<file path="src/rtl/rp_irq_pkg.sv">
// Package: shared widths, register offsets and decode type for the
// root-port interrupt aggregator.
// Assumes byte offsets within a 4 KiB register window.
package rp_irq_pkg;

    localparam int unsigned IRQ_NUM_SRC   = 32;
    localparam int unsigned IRQ_NUM_LEVEL = 4;
    localparam int unsigned IRQ_ADDR_W    = 12;

    localparam logic [IRQ_ADDR_W-1:0] OFS_STATUS = 12'h100;
    localparam logic [IRQ_ADDR_W-1:0] OFS_MASK   = 12'h104;
    localparam logic [IRQ_ADDR_W-1:0] OFS_MSET   = 12'h108;
    localparam logic [IRQ_ADDR_W-1:0] OFS_MCLR   = 12'h10C;

    typedef enum logic [2:0] {
        SEL_NONE,
        SEL_STATUS,
        SEL_MASK,
        SEL_MSET,
        SEL_MCLR
    } reg_sel_e;

    // Map a byte offset to the register it selects.
    function automatic reg_sel_e decode_ofs(input logic [IRQ_ADDR_W-1:0] a);
        case (a)
            OFS_STATUS: decode_ofs = SEL_STATUS;
            OFS_MASK:   decode_ofs = SEL_MASK;
            OFS_MSET:   decode_ofs = SEL_MSET;
            OFS_MCLR:   decode_ofs = SEL_MCLR;
            default:    decode_ofs = SEL_NONE;
        endcase
    endfunction

endpackage

</file>
<file path="src/rtl/rp_irq_mask.sv">
// Module: rp_irq_mask
// Holds the per-source mask. Supports a full load, an atomic set and an
// atomic clear. At most one strobe is active per cycle (the decoder
// guarantees this). Resets to all ones so every source starts masked.
module rp_irq_mask #(
    parameter int unsigned NUM_SRC = 32
) (
    input  logic               clk,
    input  logic               rst_n,
    input  logic               load_i,
    input  logic               set_i,
    input  logic               clr_i,
    input  logic [NUM_SRC-1:0] data_i,
    output logic [NUM_SRC-1:0] mask_o
);

    logic [NUM_SRC-1:0] mask_q;

    // Update the mask from whichever write strobe is active.
    always_ff @(posedge clk) begin
        if (!rst_n) begin
            mask_q <= '1;
        end else if (load_i) begin
            mask_q <= data_i;
        end else if (set_i) begin
            mask_q <= mask_q | data_i;
        end else if (clr_i) begin
            mask_q <= mask_q & ~data_i;
        end
    end

    assign mask_o = mask_q;

    // set write turns on exactly the requested bits
    a_r2_set_bits_on: assert property (@(posedge clk) disable iff (!rst_n)
        (rst_n && set_i) |=> ((mask_o & $past(data_i)) == $past(data_i)));

    // clear write turns off exactly the requested bits
    a_r3_clr_bits_off: assert property (@(posedge clk) disable iff (!rst_n)
        (rst_n && clr_i) |=> ((mask_o & $past(data_i)) == '0));

endmodule

</file>
<file path="src/rtl/rp_irq_status.sv">
// Module: rp_irq_status
// Builds the status vector. The lowest NUM_LEVEL bits mirror the live
// source levels. Every higher bit latches a rising edge until a
// write-one-to-clear. A new edge beats a clear in the same cycle.
// Assumes src_i is already synchronous to clk.
module rp_irq_status #(
    parameter int unsigned NUM_SRC   = 32,
    parameter int unsigned NUM_LEVEL = 4
) (
    input  logic               clk,
    input  logic               rst_n,
    input  logic [NUM_SRC-1:0] src_i,
    input  logic               ack_i,
    input  logic [NUM_SRC-1:0] ack_data_i,
    output logic [NUM_SRC-1:0] status_o
);

    localparam logic [NUM_SRC-1:0] LEVEL_MASK = NUM_SRC'((64'd1 << NUM_LEVEL) - 64'd1);
    localparam logic [NUM_SRC-1:0] EDGE_MASK  = ~LEVEL_MASK;

    logic [NUM_SRC-1:0] src_q;
    logic [NUM_SRC-1:0] rise;
    logic [NUM_SRC-1:0] wipe;

    // Remember last cycle's source levels for edge detection.
    always_ff @(posedge clk) begin
        if (!rst_n) src_q <= '0;
        else        src_q <= src_i;
    end

    assign rise = src_i & ~src_q & EDGE_MASK;
    assign wipe = ack_i ? ack_data_i : '0;

    for (genvar i = 0; i < NUM_SRC; i++) begin : g_bit
        if (i < NUM_LEVEL) begin : g_level
            // Level source: status follows the input directly.
            assign status_o[i] = src_i[i];
        end else begin : g_edge
            logic hit_q;
            // Edge source: latch on rise, clear on acknowledge, rise wins.
            always_ff @(posedge clk) begin
                if (!rst_n)       hit_q <= 1'b0;
                else if (rise[i]) hit_q <= 1'b1;
                else if (wipe[i]) hit_q <= 1'b0;
            end
            assign status_o[i] = hit_q;
        end
    end

    // every detected rise is visible in status next cycle
    a_r8_rise_lands: assert property (@(posedge clk) disable iff (!rst_n)
        (rst_n && (rise != '0)) |=> ((status_o & $past(rise)) == $past(rise)));

    // without an acknowledge no edge bit ever drops
    a_r6_edge_holds: assert property (@(posedge clk) disable iff (!rst_n)
        (rst_n && !ack_i) |=> (($past(status_o) & ~status_o & EDGE_MASK) == '0));

endmodule

</file>
<file path="src/rtl/rp_irq_combine.sv">
// Module: rp_irq_combine
// Reduces unmasked status to one registered interrupt line.
module rp_irq_combine #(
    parameter int unsigned NUM_SRC = 32
) (
    input  logic               clk,
    input  logic               rst_n,
    input  logic [NUM_SRC-1:0] status_i,
    input  logic [NUM_SRC-1:0] mask_i,
    output logic               irq_o
);

    logic irq_q;

    // Register the OR of all pending, unmasked sources.
    always_ff @(posedge clk) begin
        if (!rst_n) irq_q <= 1'b0;
        else        irq_q <= |(status_i & ~mask_i);
    end

    assign irq_o = irq_q;

endmodule

</file>
<file path="src/rtl/rp_irq_ctrl.sv">
// Module: rp_irq_ctrl (top)
// Per-port interrupt aggregator: decodes register writes, holds the mask
// and status, returns read data and drives the combined interrupt.
// Assumes one register access per cycle and reads that are combinational.
module rp_irq_ctrl
    import rp_irq_pkg::*;
#(
    parameter int unsigned NUM_SRC   = IRQ_NUM_SRC,
    parameter int unsigned NUM_LEVEL = IRQ_NUM_LEVEL,
    parameter int unsigned ADDR_W    = IRQ_ADDR_W
) (
    input  logic               clk,
    input  logic               rst_n,
    input  logic [NUM_SRC-1:0] src_i,
    input  logic               reg_wr_i,
    input  logic [ADDR_W-1:0]  reg_addr_i,
    input  logic [NUM_SRC-1:0] reg_wdata_i,
    output logic [NUM_SRC-1:0] reg_rdata_o,
    output logic               irq_o
);

    reg_sel_e           sel;
    logic [NUM_SRC-1:0] mask_w;
    logic [NUM_SRC-1:0] status_w;

    assign sel = decode_ofs(reg_addr_i);

    rp_irq_mask #(.NUM_SRC(NUM_SRC)) u_mask (
        .clk    (clk),
        .rst_n  (rst_n),
        .load_i (reg_wr_i && (sel == SEL_MASK)),
        .set_i  (reg_wr_i && (sel == SEL_MSET)),
        .clr_i  (reg_wr_i && (sel == SEL_MCLR)),
        .data_i (reg_wdata_i),
        .mask_o (mask_w)
    );

    rp_irq_status #(.NUM_SRC(NUM_SRC), .NUM_LEVEL(NUM_LEVEL)) u_status (
        .clk        (clk),
        .rst_n      (rst_n),
        .src_i      (src_i),
        .ack_i      (reg_wr_i && (sel == SEL_STATUS)),
        .ack_data_i (reg_wdata_i),
        .status_o   (status_w)
    );

    rp_irq_combine #(.NUM_SRC(NUM_SRC)) u_comb (
        .clk      (clk),
        .rst_n    (rst_n),
        .status_i (status_w),
        .mask_i   (mask_w),
        .irq_o    (irq_o)
    );

    // Select read data for the addressed register.
    always_comb begin
        case (sel)
            SEL_STATUS:                  reg_rdata_o = status_w;
            SEL_MASK, SEL_MSET, SEL_MCLR: reg_rdata_o = mask_w;
            default:                     reg_rdata_o = '0;
        endcase
    end

    // output reflects previous cycle's unmasked status
    a_r9_irq_follows: assert property (@(posedge clk) disable iff (!rst_n)
        rst_n |=> (irq_o == $past(|(status_w & ~mask_w))));

endmodule

</file>
<file path="config.mk">
export PLATFORM = sky130hd
export DESIGN_NAME = rp_irq_ctrl
export DESIGN_NICKNAME = d
export VERILOG_FILES = /design/src/rtl/rp_irq_pkg.sv /design/src/rtl/rp_irq_mask.sv /design/src/rtl/rp_irq_status.sv /design/src/rtl/rp_irq_combine.sv /design/src/rtl/rp_irq_ctrl.sv
export SDC_FILE = /design/constraint.sdc
export NUM_CORES = 1
export LEC_CHECK = 0
export BUFFER_PORTS_ARGS = -buffer_cell sky130_fd_sc_hd__buf_2
export CORE_UTILIZATION = 57
export DETAILED_ROUTE_END_ITERATION = 10
export GPL_ROUTABILITY_DRIVEN = 0
export PLACE_DENSITY = 0.87
export SLEW_MARGIN = 20
export SYNTH_ARGS = -nofsm -noshare
export SYNTH_HDL_FRONTEND = slang
export SYNTH_SLANG_ARGS = --single-unit
</file>
<file path="constraint.sdc">
create_clock -name clk -period 5.3 [get_ports clk]
set_clock_uncertainty 0.2 [all_clocks]
set_input_delay 1.06 -clock clk [delete_from_list [all_inputs] [get_ports clk]]
set_output_delay 1.06 -clock clk [all_outputs]
set_load 0.005 [all_outputs]
</file>
==> impl_metrics.yaml <==
status:
  status: "completed"
floorplan:
  die_area_sq_um: 7920
  rows: 31
  ioPinCount: 112
  die_h_um: 89.0
  coreArea_sq_um: 7290
  die_x_um: 89.0
  initial_core_util: 0.591
synthesis:
  synth_area_per_cell_sq_um: 8.71
  async_reset_ff_frac: 0
  yosys.area.top_type: "dfxtp_1"
  synthMuxAreaShare: 0
  synth_edf_count: 0
  syn_area_sq_um: 4310
  ys.flop_type: "dfxtp_1"
  yosysSeqAreaShare: 0.413
  postSynthCellCount: 495
  synth_simple_gate_area_frac: 0.223
  synth_common_cells: "dfxtp_1, nor2b_1, inv_1, nor2_1"
  synth_top_family_by_area: "simple AND/OR/NAND/NOR gates"
  synth_top_area_frac: 0.413
  ys_top_cells_by_area: "dfxtp_1, nor2b_1, a22o_1"
  synth_cell_types: 25
  synth_nets: 574
  synth_fa_ha_area_frac: 0
  synthXorXnorAreaFrac: 0.0650
  yosysMostFrequentCell: "dfxtp_1"
  synth_compound_area_frac: 0.211
  ys_warn_count: 0
  synth_seq_cells: 89
place:
  pre_cts_slack_ns: 1.29
  port_buffers: 111
  postPlaceCellArea_sq_um: 4780
  dpl.hpwl_um: 7690
global_routing:
  grt_max_degree: 59
  grt_overflow: 0
  first_global_vias: 3759
  antenna_found_initial: 0
  grt_usage: 0.304
  grt_pass1_wl_um: 18200
detailed_routing:
  routedWlPerCell_um: 16.8
  wl_um: 11500
  vias: 4009
  drc: 0
  antenna_left: 0
  drtPass1Iterations: 5
  viasPerCell: 5.83
  drt-initial-drc-count: 306
finish:
  area_growth_pct: 17.5
  drive_gt1_frac: 0.229
  fin_nets: 663
  num_antenna_cells: 0
  n_fill_cell: 616
  fin_area_sq_um: 5070
clock_tree:
  cts.path.max_buffers: 2
  worst_skew_pair.late_latency_ns: 0.37
  cts_tree: "done"
  htree_levels: 3
  cts.sinks: 89
  path_clk_slew_ns: 0.09
  cts_buffers: 9
  post_cts_buffers: 0
  ctsResizeCount: 0
  cts_root_buf: "clkbuf_8"
  holdBufCountCts: 0
pwr:
  power_density_nw_per_um2: 294
  totalPowerFinal_w: 0.00149
  p_leak_nw: 2.10
  ir_drop_mv: 0.173
min_path:
  hp-class: "reg2reg"
  hold_path_depth: 2
sta:
  worst_slack_ns: 1.23
  hold_viol: 0
  fmax_ghz: 0.246
  setup_viol: 0
  holdWs_ns: 0.363
  min_period_ns: 4.07
  rsz0062_at_grt: "no"
  drv_slew: 0
  relSlewSlack: 0.276
  fin_crit_sh: 0.769
  tightest_slew_ns: 1.09
  setup_tns_ns: 0
setup_path:
  critPathKind: "in2out"
  crit_fanout: 21
  start_kind: "primary input"
  reg2reg_depth: 3
  cp.required_ns: 4.04
  critPathArrivalTime_ns: 2.81
  critical_path.endpoint_type: "output port"
run:
  drv_cap: 0
through the flow:
| step | utilization | instances |
|---|---|---|
| floorplan | - | 495 |
| global placement | 0.655 | 671 |
| detailed placement | 0.655 | 671 |
| CTS | 0.693 | 687 |
| global route | 0.695 | 688 |
| finish | 0.695 | 688 |
logic make-up (layout without fill, tap and decap cells):
| group | count (synthesis) | after routing |
|---|---|---|
| AO/OA/AOI/OAI | 137 | 137 |
| XOR/XNOR | 32 | 32 |
| AND/OR/NAND/NOR | 164 | 164 |
| buffers and inverters | 73 | 167 |
| flip-flops | 89 | 89 |
critical path, stage by stage:
cell     delay, ns
buf_2         0.11
or2_1         0.45
and2b_1       0.53
buf_4         0.36
a22o_1        0.20
buf_2         0.11
report_power, final:
group,switching [W],internal [W]
clock,0.000263,0.000367
sequential,0.0000175,0.000696
combinational,0.0000786,0.0000668
per-layer routing:
metal / part of all wire / global-route usage
met5: 0 / 0
met4: 0.015 / 0.0823
met3: 0.074 / 0.0600
met2: 0.48 / 0.517
met1: 0.43 / 0.397
layout by cell type, fill, tap and decap left out:
cell,synthesis,routed
nor4b_1,2,2
inv_6,0,2
nor4_1,6,6
clkbuf_8,0,9
o22ai_1,16,16
nor2_1,33,33
nand4_1,32,32
bufinv_16,0,4
or2_1,1,1
a22o_1,32,32
nor2b_1,56,56
buf_8,0,1
inv_1,34,34
buf_2,4,111
nand3_1,1,1
o21ai_0,28,28
and3_1,1,1
nor3_4,1,1
a21oi_1,28,28
dfxtp_1,89,89
and2b_1,1,1
inv_8,0,1
a22oi_1,32,32
buf_4,5,5
xnor2_1,32,32
a41oi_1,1,1
and4_2,0,1
and2_1,29,29
final cells by class:
cell class | instances | area, sq um | area share
inverters | 34 | 128 | 0.0252
multi-input cells | 333 | 2150 | 0.425
flip-flops and latches | 89 | 1780 | 0.352
clock buffers | 9 | 124 | 0.0245
well taps | 99 | 124 | 0.0245
repair buffers | 117 | 608 | 0.120
clock inverters | 7 | 149 | 0.0294
final timing paths:
kind | to | start | slack (ns)
max | reg_rdata_o[15] | reg_addr_i[2] | 1.23
min reg2reg | flip-flop | flip-flop | 0.36
min | flip-flop | flip-flop | 0.36
max reg2reg | u_comb.irq_o | flip-flop | 3.96
No activity file was read; power rests on OpenSTA's default activity.
